File: config.mk
export PLATFORM = sky130hd
export DESIGN_NAME = mcycle_sequencer
export DESIGN_NICKNAME = d
export VERILOG_FILES = /design/src/rtl/mcs_pkg.sv /design/src/rtl/mcs_req_latch.sv /design/src/rtl/mcs_timer.sv /design/src/rtl/mcs_strobes.sv /design/src/rtl/mcycle_sequencer.sv
export SDC_FILE = /design/constraint.sdc
export NUM_CORES = 1
export LEC_CHECK = 0
export BUFFER_PORTS_ARGS = -buffer_cell sky130_fd_sc_hd__buf_2
export CAP_MARGIN = 40
export CORE_UTILIZATION = 50
export CTS_BUF_LIST = sky130_fd_sc_hd__clkbuf_2
export CTS_CLUSTER_DIAMETER = 40
export DETAILED_ROUTE_END_ITERATION = 12
export PLACE_DENSITY = 0.76
export REMOVE_ABC_BUFFERS = 1
export SYNTH_ARGS = -nofsm -noshare
export SYNTH_HDL_FRONTEND = slang
export SYNTH_SLANG_ARGS = --single-unit
File: constraint.sdc
create_clock -name clk -period 1.6 [get_ports clk]
set_input_delay 0.32 -clock clk [delete_from_list [all_inputs] [get_ports clk]]
set_output_delay 0.32 -clock clk [all_outputs]
set_load 0.01 [all_outputs]
File: src/rtl/mcs_pkg.sv
package mcs_pkg;

  typedef enum logic [2:0] {
    CYC_FETCH = 3'd0,
    CYC_MRD   = 3'd1,
    CYC_MWR   = 3'd2,
    CYC_IORD  = 3'd3,
    CYC_IOWR  = 3'd4,
    CYC_INTA  = 3'd5
  } cyc_e;

  localparam int unsigned AUTO_W = 2;

  function automatic cyc_e decode_type(input logic [2:0] raw);
    case (raw)
      3'd0:    return CYC_FETCH;
      3'd1:    return CYC_MRD;
      3'd2:    return CYC_MWR;
      3'd3:    return CYC_IORD;
      3'd4:    return CYC_IOWR;
      3'd5:    return CYC_INTA;
      default: return CYC_MRD;
    endcase
  endfunction

  function automatic logic fetch_class(input cyc_e c);
    return (c == CYC_FETCH) || (c == CYC_INTA);
  endfunction

  function automatic logic mem_class(input cyc_e c);
    return (c == CYC_FETCH) || (c == CYC_MRD) || (c == CYC_MWR);
  endfunction

  function automatic logic io_class(input cyc_e c);
    return (c == CYC_IORD) || (c == CYC_IOWR) || (c == CYC_INTA);
  endfunction

  function automatic logic write_class(input cyc_e c);
    return (c == CYC_MWR) || (c == CYC_IOWR);
  endfunction

  function automatic logic [AUTO_W-1:0] auto_waits(input cyc_e c);
    case (c)
      CYC_IORD, CYC_IOWR: return AUTO_W'(1);
      CYC_INTA:           return AUTO_W'(2);
      default:            return AUTO_W'(0);
    endcase
  endfunction

endpackage

File: src/rtl/mcs_req_latch.sv
module mcs_req_latch
  import mcs_pkg::*;
#(
  parameter int unsigned ST_W      = 3,
  parameter int unsigned M_W       = 3,
  parameter int unsigned FETCH_MIN = 4,
  parameter int unsigned FETCH_MAX = 6,
  parameter int unsigned DATA_MIN  = 3,
  parameter int unsigned DATA_MAX  = 5
) (
  input  logic            clk,
  input  logic            rst_n,
  input  logic            load,
  input  logic [2:0]      req_type,
  input  logic [ST_W-1:0] req_len,
  output cyc_e            cur_type,
  output logic [ST_W-1:0] cur_len,
  output logic [M_W-1:0]  m_idx
);

  localparam logic [M_W-1:0]  M_MAX  = M_W'((1 << M_W) - 1);
  localparam logic [M_W-1:0]  M_ONE  = M_W'(1);
  localparam logic [ST_W-1:0] F_LO   = ST_W'(FETCH_MIN);
  localparam logic [ST_W-1:0] F_HI   = ST_W'(FETCH_MAX);
  localparam logic [ST_W-1:0] D_LO   = ST_W'(DATA_MIN);
  localparam logic [ST_W-1:0] D_HI   = ST_W'(DATA_MAX);

  cyc_e            type_d;
  logic [ST_W-1:0] len_d;
  logic [M_W-1:0]  m_d;
  logic [ST_W-1:0] lo_lim;
  logic [ST_W-1:0] hi_lim;

  // next-state: decode, clamp and count
  always_comb begin
    type_d = decode_type(req_type);
    lo_lim = fetch_class(type_d) ? F_LO : D_LO;
    hi_lim = fetch_class(type_d) ? F_HI : D_HI;
    if (req_len < lo_lim)      len_d = lo_lim;
    else if (req_len > hi_lim) len_d = hi_lim;
    else                       len_d = req_len;
    if (fetch_class(type_d))   m_d = M_ONE;
    else if (m_idx == M_MAX)   m_d = M_MAX;
    else                       m_d = m_idx + M_ONE;
  end

  // registers: enabled only on the closing clock of a cycle
  always_ff @(posedge clk or negedge rst_n) begin
    if (!rst_n) begin
      cur_type <= CYC_FETCH;
      cur_len  <= F_LO;
      m_idx    <= M_ONE;
    end else if (load) begin
      cur_type <= type_d;
      cur_len  <= len_d;
      m_idx    <= m_d;
    end
  end


  midx_nonzero_chk: assert property (@(posedge clk) disable iff (!rst_n)
    m_idx != '0);


  len_range_chk: assert property (@(posedge clk) disable iff (!rst_n)
    (cur_len >= D_LO) && (cur_len <= F_HI));

endmodule

File: src/rtl/mcs_timer.sv
module mcs_timer
  import mcs_pkg::*;
#(
  parameter int unsigned ST_W = 3
) (
  input  logic            clk,
  input  logic            rst_n,
  input  cyc_e            cur_type,
  input  logic [ST_W-1:0] cur_len,
  input  logic            wait_req,
  output logic [ST_W-1:0] t_idx,
  output logic            second_half,
  output logic            in_wait,
  output logic            cyc_done
);

  localparam logic [ST_W-1:0] T_ONE   = ST_W'(1);
  localparam logic [ST_W-1:0] T_TWO   = ST_W'(2);
  localparam logic [ST_W-1:0] T_THREE = ST_W'(3);

  logic [ST_W-1:0]   t_q, t_d;
  logic              ph_q, ph_d;
  logic              wt_q, wt_d;
  logic [AUTO_W-1:0] aw_q, aw_d;
  logic [AUTO_W-1:0] aw_need;
  logic              last_clk;
  logic              st_en;

  assign aw_need  = auto_waits(cur_type);
  assign last_clk = ph_q && !wt_q && (t_q == cur_len);
  assign st_en    = ph_q;

  // next-state
  always_comb begin
    t_d  = t_q;
    wt_d = wt_q;
    aw_d = aw_q;
    ph_d = ~ph_q;
    if (st_en) begin
      if (last_clk) begin
        t_d  = T_ONE;
        wt_d = 1'b0;
        aw_d = '0;
      end else if (t_q == T_TWO) begin
        if (aw_q != aw_need) begin
          wt_d = 1'b1;
          aw_d = aw_q + AUTO_W'(1);
        end else if (wait_req) begin
          wt_d = 1'b1;
        end else begin
          wt_d = 1'b0;
          t_d  = T_THREE;
        end
      end else begin
        t_d = t_q + T_ONE;
      end
    end
  end

  // registers
  always_ff @(posedge clk or negedge rst_n) begin
    if (!rst_n) begin
      t_q  <= T_ONE;
      ph_q <= 1'b0;
      wt_q <= 1'b0;
      aw_q <= '0;
    end else begin
      t_q  <= t_d;
      ph_q <= ph_d;
      wt_q <= wt_d;
      aw_q <= aw_d;
    end
  end

  assign t_idx       = t_q;
  assign second_half = ph_q;
  assign in_wait     = wt_q;
  assign cyc_done    = last_clk;


  wait_at_t2_chk: assert property (@(posedge clk) disable iff (!rst_n)
    in_wait |-> (t_idx == T_TWO));


  done_restart_chk: assert property (@(posedge clk) disable iff (!rst_n)
    cyc_done |=> ((t_idx == T_ONE) && !second_half && !in_wait));


  auto_wait_bound_chk: assert property (@(posedge clk) disable iff (!rst_n)
    aw_q <= aw_need);

endmodule

File: src/rtl/mcs_strobes.sv
module mcs_strobes
  import mcs_pkg::*;
#(
  parameter int unsigned ST_W = 3
) (
  input  logic            clk,
  input  logic            rst_n,
  input  cyc_e            cur_type,
  input  logic [ST_W-1:0] t_idx,
  input  logic            second_half,
  input  logic            in_wait,
  output logic            mreq,
  output logic            iorq,
  output logic            rd,
  output logic            wr,
  output logic            m1
);

  localparam logic [ST_W-1:0] T_ONE   = ST_W'(1);
  localparam logic [ST_W-1:0] T_TWO   = ST_W'(2);
  localparam logic [ST_W-1:0] T_THREE = ST_W'(3);

  logic            t1_front;
  logic [ST_W-1:0] cap_end;
  logic            req_win;
  logic            wr_win;

  always_comb begin
    t1_front = (t_idx == T_ONE) && !second_half;
    cap_end  = fetch_class(cur_type) ? T_TWO : T_THREE;
    req_win  = !t1_front && (t_idx <= cap_end);
    wr_win   = (t_idx == T_THREE) ||
               ((t_idx == T_TWO) && (second_half || in_wait));
    mreq     = mem_class(cur_type) && req_win;
    iorq     = io_class(cur_type) && req_win;
    rd       = !write_class(cur_type) && (cur_type != CYC_INTA) && req_win;
    wr       = write_class(cur_type) && wr_win;
    m1       = fetch_class(cur_type) && (t_idx <= T_TWO);
  end


  rd_wr_excl_chk: assert property (@(posedge clk) disable iff (!rst_n)
    !(rd && wr));


  mreq_iorq_excl_chk: assert property (@(posedge clk) disable iff (!rst_n)
    !(mreq && iorq));


  ack_no_read_chk: assert property (@(posedge clk) disable iff (!rst_n)
    (iorq && m1) |-> !rd);


  wr_needs_req_chk: assert property (@(posedge clk) disable iff (!rst_n)
    wr |-> (mreq || iorq));

endmodule

File: src/rtl/mcycle_sequencer.sv
module mcycle_sequencer
  import mcs_pkg::*;
#(
  parameter int unsigned ST_W      = 3,
  parameter int unsigned M_W       = 3,
  parameter int unsigned FETCH_MIN = 4,
  parameter int unsigned FETCH_MAX = 6,
  parameter int unsigned DATA_MIN  = 3,
  parameter int unsigned DATA_MAX  = 5
) (
  input  logic            clk,
  input  logic            rst_n,
  input  logic [2:0]      req_type,
  input  logic [ST_W-1:0] req_len,
  input  logic            wait_req,
  output logic [M_W-1:0]  m_idx,
  output logic [ST_W-1:0] t_idx,
  output logic            in_wait,
  output logic            mreq,
  output logic            iorq,
  output logic            rd,
  output logic            wr,
  output logic            m1,
  output logic            cyc_done
);

  cyc_e            cur_type;
  logic [ST_W-1:0] cur_len;
  logic            second_half;

  mcs_req_latch #(
    .ST_W(ST_W), .M_W(M_W),
    .FETCH_MIN(FETCH_MIN), .FETCH_MAX(FETCH_MAX),
    .DATA_MIN(DATA_MIN), .DATA_MAX(DATA_MAX)
  ) u_latch (
    .clk(clk), .rst_n(rst_n), .load(cyc_done),
    .req_type(req_type), .req_len(req_len),
    .cur_type(cur_type), .cur_len(cur_len), .m_idx(m_idx)
  );

  mcs_timer #(.ST_W(ST_W)) u_timer (
    .clk(clk), .rst_n(rst_n), .cur_type(cur_type), .cur_len(cur_len),
    .wait_req(wait_req), .t_idx(t_idx), .second_half(second_half),
    .in_wait(in_wait), .cyc_done(cyc_done)
  );

  mcs_strobes #(.ST_W(ST_W)) u_strobes (
    .clk(clk), .rst_n(rst_n), .cur_type(cur_type), .t_idx(t_idx),
    .second_half(second_half), .in_wait(in_wait),
    .mreq(mreq), .iorq(iorq), .rd(rd), .wr(wr), .m1(m1)
  );


  m1_type_chk: assert property (@(posedge clk) disable iff (!rst_n)
    m1 |-> (!wr && !in_wait || t_idx == ST_W'(2)));

endmodule

# Yosys cells after proc, flatten, opt, wreduce, memory -nomap -nowiden
# Cells that the tools add are included.
# op_classes
n_addsub,3
n_lt_le_gt_ge,4
n_eq_ne,19
mux,20
bitwise_logic,1
reduce_logical,33
# ops
operator,count
$mux W3,9
$eq A3 B2 Y1 const B,6
$eq A3 B3 Y1 const B,6
$pmux W3 S5,1
$logic_and A1 B1 Y1,11
$logic_not A3 Y1,3
$logic_or A1 B1 Y1,9
$ne A3 B3 Y1 const B,3
$mux W2,4
$add A3 B1 Y3 const B,2
$eq A3 B1 Y1 const B,2
$reduce_and A3 Y1,2
$mux W1,5
$logic_not A1 Y1,4
$pmux W2 S2,1
$reduce_bool A2 Y1,2
$eq A3 B3 Y1,1
$gt A3 B3 Y1,1
$le A3 B2 Y1 const B,1
$le A3 B3 Y1,1
$lt A3 B3 Y1,1
$add A2 B1 Y2 const B,1
$ne A2 B2 Y1,1
$reduce_and A2 Y1,1
other kinds (2),2
# word_totals
regBits,16
in_bits,9
out_inout_bits,13
wordCells,87

# Longest topological paths before layout
# depth
word_depth,8
ltp_mapped,10
mapped_depth_nobuf,9

# Cells and area by module
# From an unflattened synthesis, not the netlist that was laid out.
# unflattened
cells_unflattened,126
hier_area_um2,1194.9
# modules_own_cells
mod,instances,cells_each,area_per_inst_um2,seq_area_each_um2
mcs_req_latch,1,58,573.0,227.7
mcs_timer,1,51,495.5,176.4
mcs_strobes,1,17,126.4,0.0

# Worst setup path before layout
# No wires, ideal clock.
# synth_timing
path_type,input -> register
start,in req_type[2]
end,reg u_latch.cur_len[1]
setup_time_ns,0.064
arrival_ns,1.988
required_ns,1.536
setup_slack_ns,-0.451
stages,10
cell_sequence,xnor2_1 nor2b_1 clkbuf_1 inv_1 ha_1 nand2_1 o21ai_0 nor2_1 a211oi_2 a21o_1
# synth_via
elab_chain_len,8
# synth_lines
item,line_no,text
"start, declared",mcycle_sequencer.sv:13,"input logic [2:0] req_type,"
"$eq A3 B3 Y1, or another cell as far along",mcs_pkg.sv:15,case (raw)
$pmux W3 S5 *,mcs_pkg.sv:15,
$eq A3 B3 Y1 / $logic_not A3 Y1 (equally long branches),mcs_pkg.sv:27,return (c == CYC_FETCH) || (c == CYC_INTA);
$logic_or A1 B1 Y1 *,mcs_pkg.sv:27,
$mux W2,mcs_req_latch.sv:38,hi_lim = fetch_class(type_d) ? F_HI : D_HI;
$gt A3 B3 Y1,mcs_req_latch.sv:40,else if (req_len > hi_lim) len_d = hi_lim;
$mux W3,mcs_req_latch.sv:40,
$mux W3 *,mcs_req_latch.sv:39,if (req_len < lo_lim) len_d = lo_lim;
"end signal, assigned",mcs_req_latch.sv:55,cur_len <= len_d;
"end, declared",mcs_req_latch.sv:17,"output logic [ST_W-1:0] cur_len,"
# Every way passes the cells marked *; elsewhere a longest branch is shown, timed or not.
# A chain may end at the register's enable or synchronous reset.

# Worst setup path in the final report
# layout_timing
start,reg u_timer.t_q[0] (netlist: u_timer.t_idx[0])
end,out wr
# layout_via
elab_chain_len,4
# layout_lines
item,line_no,text
"start, declared",mcs_timer.sv:21,"logic [ST_W-1:0] t_q, t_d;"
"start signal, assigned",mcs_timer.sv:68,t_q <= t_d;
$eq A3 B2 Y1,mcs_strobes.sv:33,((t_idx == T_TWO) && (second_half || in_wait));
$logic_and A1 B1 Y1,mcs_strobes.sv:33,
$logic_or A1 B1 Y1 *,mcs_strobes.sv:32,wr_win = (t_idx == T_THREE) ||
$logic_and A1 B1 Y1 *,mcs_strobes.sv:37,wr = write_class(cur_type) && wr_win;
"end, declared",mcycle_sequencer.sv:22,"output logic wr,"
# Marks and branches as above.

==> results.yml <==
flow_run:
  cap_violations: 0
logic_synthesis:
  synth.area.top_cells: "dfrtp_1, ha_1, a21oi_1"
  synth-xor-area-share: 0.0395
  muxShareOfSynthArea: 0.00902
  seq_area_frac_synth: 0.364
  synth_top_family_by_area: "compound AO/OA/AOI/OAI gates"
  netlist_instances: 127
  ys_seq_elements: 16
  synth_warnings: 0
  netlist.top_cell.by_area: "dfrtp_1"
  synth_edf_count: 0
  syn-cell-area_sq_um: 1110
  yosys.area_share.simple: 0.184
  synth_adder_area_share: 0.113
  synth-main-ff-cell: "dfrtp_1"
  synth_top_area_frac: 0.293
  synth_area_per_cell_sq_um: 8.74
  synth_compound_area_frac: 0.225
  ys_types: 35
  async_reset_ff_frac: 1.00
drt:
  detail_route.vias_per_cell: 5.68
  vias: 1216
  finalWirelength_um: 3530
  ant_nets: 0
  drt-wirelength-per-cell_um: 16.5
  drt_first_pass_iters: 4
  drtIter0Drc: 40
  route.detailed.drc: 0
final_layout:
  diodes: 0
  syn_to_final_growth_pct: 59.8
  drive_above_1_share: 0.545
  nNetsFinal: 207
  fin_cells: 214
  layout_common_cells: "buf_4, buf_2, buf_6, dfrtp_1, a21oi_1"
  mostFrequentLayoutCell: "buf_4"
sta:
  post-route-min-period_ps: 2080
  slew_viol_final: 0
  relSlewSlack: 0.745
  setup_viol: 21
  worst_pin_slew_ps: 383
  final.setup.tns_ps: -6010
  rsz0062_at_grt: "true"
  fmax_mhz: 482
  final_hold_viol_count: 0
  skew_ps: 3.37
  worst_slack_ps: -477
  period_share: 1.30
placement:
  place_hpwl_um: 2190
  portBuffers: 21
  place_congestion: 0.878
  dpl.cell_count: 197
floorplanning:
  io_pins: 22
  core_sq_um: 2020
  initial_core_util: 0.549
  die_w_um: 49.1
  die-area_sq_um: 2410
  die_h_um: 49.1
  rows: 16
setup_path:
  r2r_setup_slack_ps: -300
  cp.required_ps: 1280
  critPathLaunchType: "flop"
  r2r_start: "u_timer.t_idx[0]"
  arrival_ps: 1760
  worst_r2r_endpoint: "u_timer.t_idx[0]"
  critPathMaxFanout: 5
  path_delay_family: "flip-flops"
  slowest_stage: "dfstp_2"
  crit_buf_inv: 3
  slowest_delay_ps: 640
  path_cells: "inv_4 > buf_6 > ha_4 > and2b_2 > o21ai_2 > a221oi_2 > buf_2"
  crit_type: "flop to output port"
  endpoint_kind: "output port"
  reg2reg_depth: 6
power_and_ir_drop:
  p_leak_nw: 0.838
  ir_worst_vdd_mv: 1.54
  power_density_nw_per_um2: 2330
cts:
  cts.sinks: 16
  insertion_delay_ps: 290
  h-tree-depth: 1
  cts_tree: "built"
  cts_buffers: 3
  root_buffer: "clkbuf_2"
  cts_max_path_buffers: 2
  path_clk_slew_ps: 170
outcome:
  status: "complete, but fails checks"
  violations: "negative setup slack"
global_route:
  antenna_found_initial: 0
  grt_pass1_vias: 1257
  grtUsageTotal: 0.305
  gr-total-overflow: 0
  grt_max_degree: 17
  grt_pass1_wl_um: 5580
worst_hold_path:
  min_from: "req_type[0]"
  hold_depth: 3
  hp-class: "input port to flop"
  min_delay_worst_endpoint: "u_latch.cur_type[0]"
-- power breakdown --
part / leakage [nW] / internal, mW / switching, mW / total, mW
combinational: 0.636 / 1.61 / 1.53 / 3.15
sequential: 0.186 / 0.618 / 0.168 / 0.785
clock: 0.0166 / 0.0663 / 0.136 / 0.202
total: 0.838 / 2.30 / 1.84 / 4.13
-- metal layers --
metal / vias up / global-route usage / part of all wire
met4: 0 / 0.147 / 0.027
met2: 44 / 0.568 / 0.53
met5: - / 0 / 0
met1: 587 / 0.339 / 0.40
met3: 11 / 0.0343 / 0.035
li1: 574 / - / -
-- state kept, by name, indices dropped and copies added (netlist names) --
| name | cells |
|---|---|
| u_latch.cur_len | 3 |
| u_latch.cur_type | 3 |
| u_latch.m_idx | 3 |
| u_timer.aw_q | 2 |
| u_timer.in_wait | 1 |
| u_timer.second_half | 1 |
| u_timer.t_idx | 3 |
-- synthesized netlist by cell type, types with 3 or more instances --
master	count
a21oi_1	17
nand2_1	15
dfrtp_1	13
ha_1	10
inv_1	9
nor2_1	8
o21ai_1	7
nand2b_1	4
o21ai_0	4
dfstp_2	3
nand3b_1	3
nor3_1	3
xnor2_1	3
-- worst min-delay path, delay by kind of cell --
kind / cells / cell delay (ps)
buffers and inverters: 1 / 110
AO/OA/AOI/OAI: 2 / 150
-- worst max path at each step --
stage                        startpoint                  to  slack, ps  depth (start not counted)
floorplan                   req_type[2]  u_latch.cur_len[1]       -490                          9
global placement            req_type[2]  u_latch.cur_len[1]       -460                          9
detailed placement          req_type[2]  u_latch.cur_len[1]       -600                          9
CTS                 u_latch.cur_type[2]                  rd       -490                          6
global route           u_timer.t_idx[0]                  wr       -550                          7
finish                 u_timer.t_idx[0]                  wr       -480                          7
-- final cells by class --
cell class	instances	area [sq um]
flip-flops and latches	16	404
fillers	94	249
inverters	10	45.0
clock buffers	4	20.0
well taps	27	33.8
repair buffers	60	459
multi-input cells	97	811
-- logic make-up (layout without fill, tap and decap cells) --
family,Yosys count,in the layout
muxes,1,1
adders and majority gates,10,10
buffers and inverters,14,74
AOI/OAI and AO/OA,41,41
DFF,16,16
and+or+nand+nor,40,40
xor gates and xnor gates,5,5
-- timing repair --
item                       in CTS  in global routing
setup endpoints to repair      21                 21
gates cloned                    1                  0
hold endpoints to repair       13                  0
hold buffers                    1                  0
pin swaps                      11                 16
buffers inserted                8                 10
resized for setup              40                 24
-- through the flow --
step	hold slack (ps)	total power, mW	area, sq um	setup WS, ps	util
after global placement	247	2.71	1410	-464	0.699
final	300	4.13	1770	-477	0.877
after global routing	305	4.41	1770	-551	0.877
after floorplan	24.4	1.91	1080	-487	-
after detailed placement	255	2.84	1410	-602	0.699
after CTS	307	3.70	1660	-490	0.821
Power figures use the tool's default switching activity.
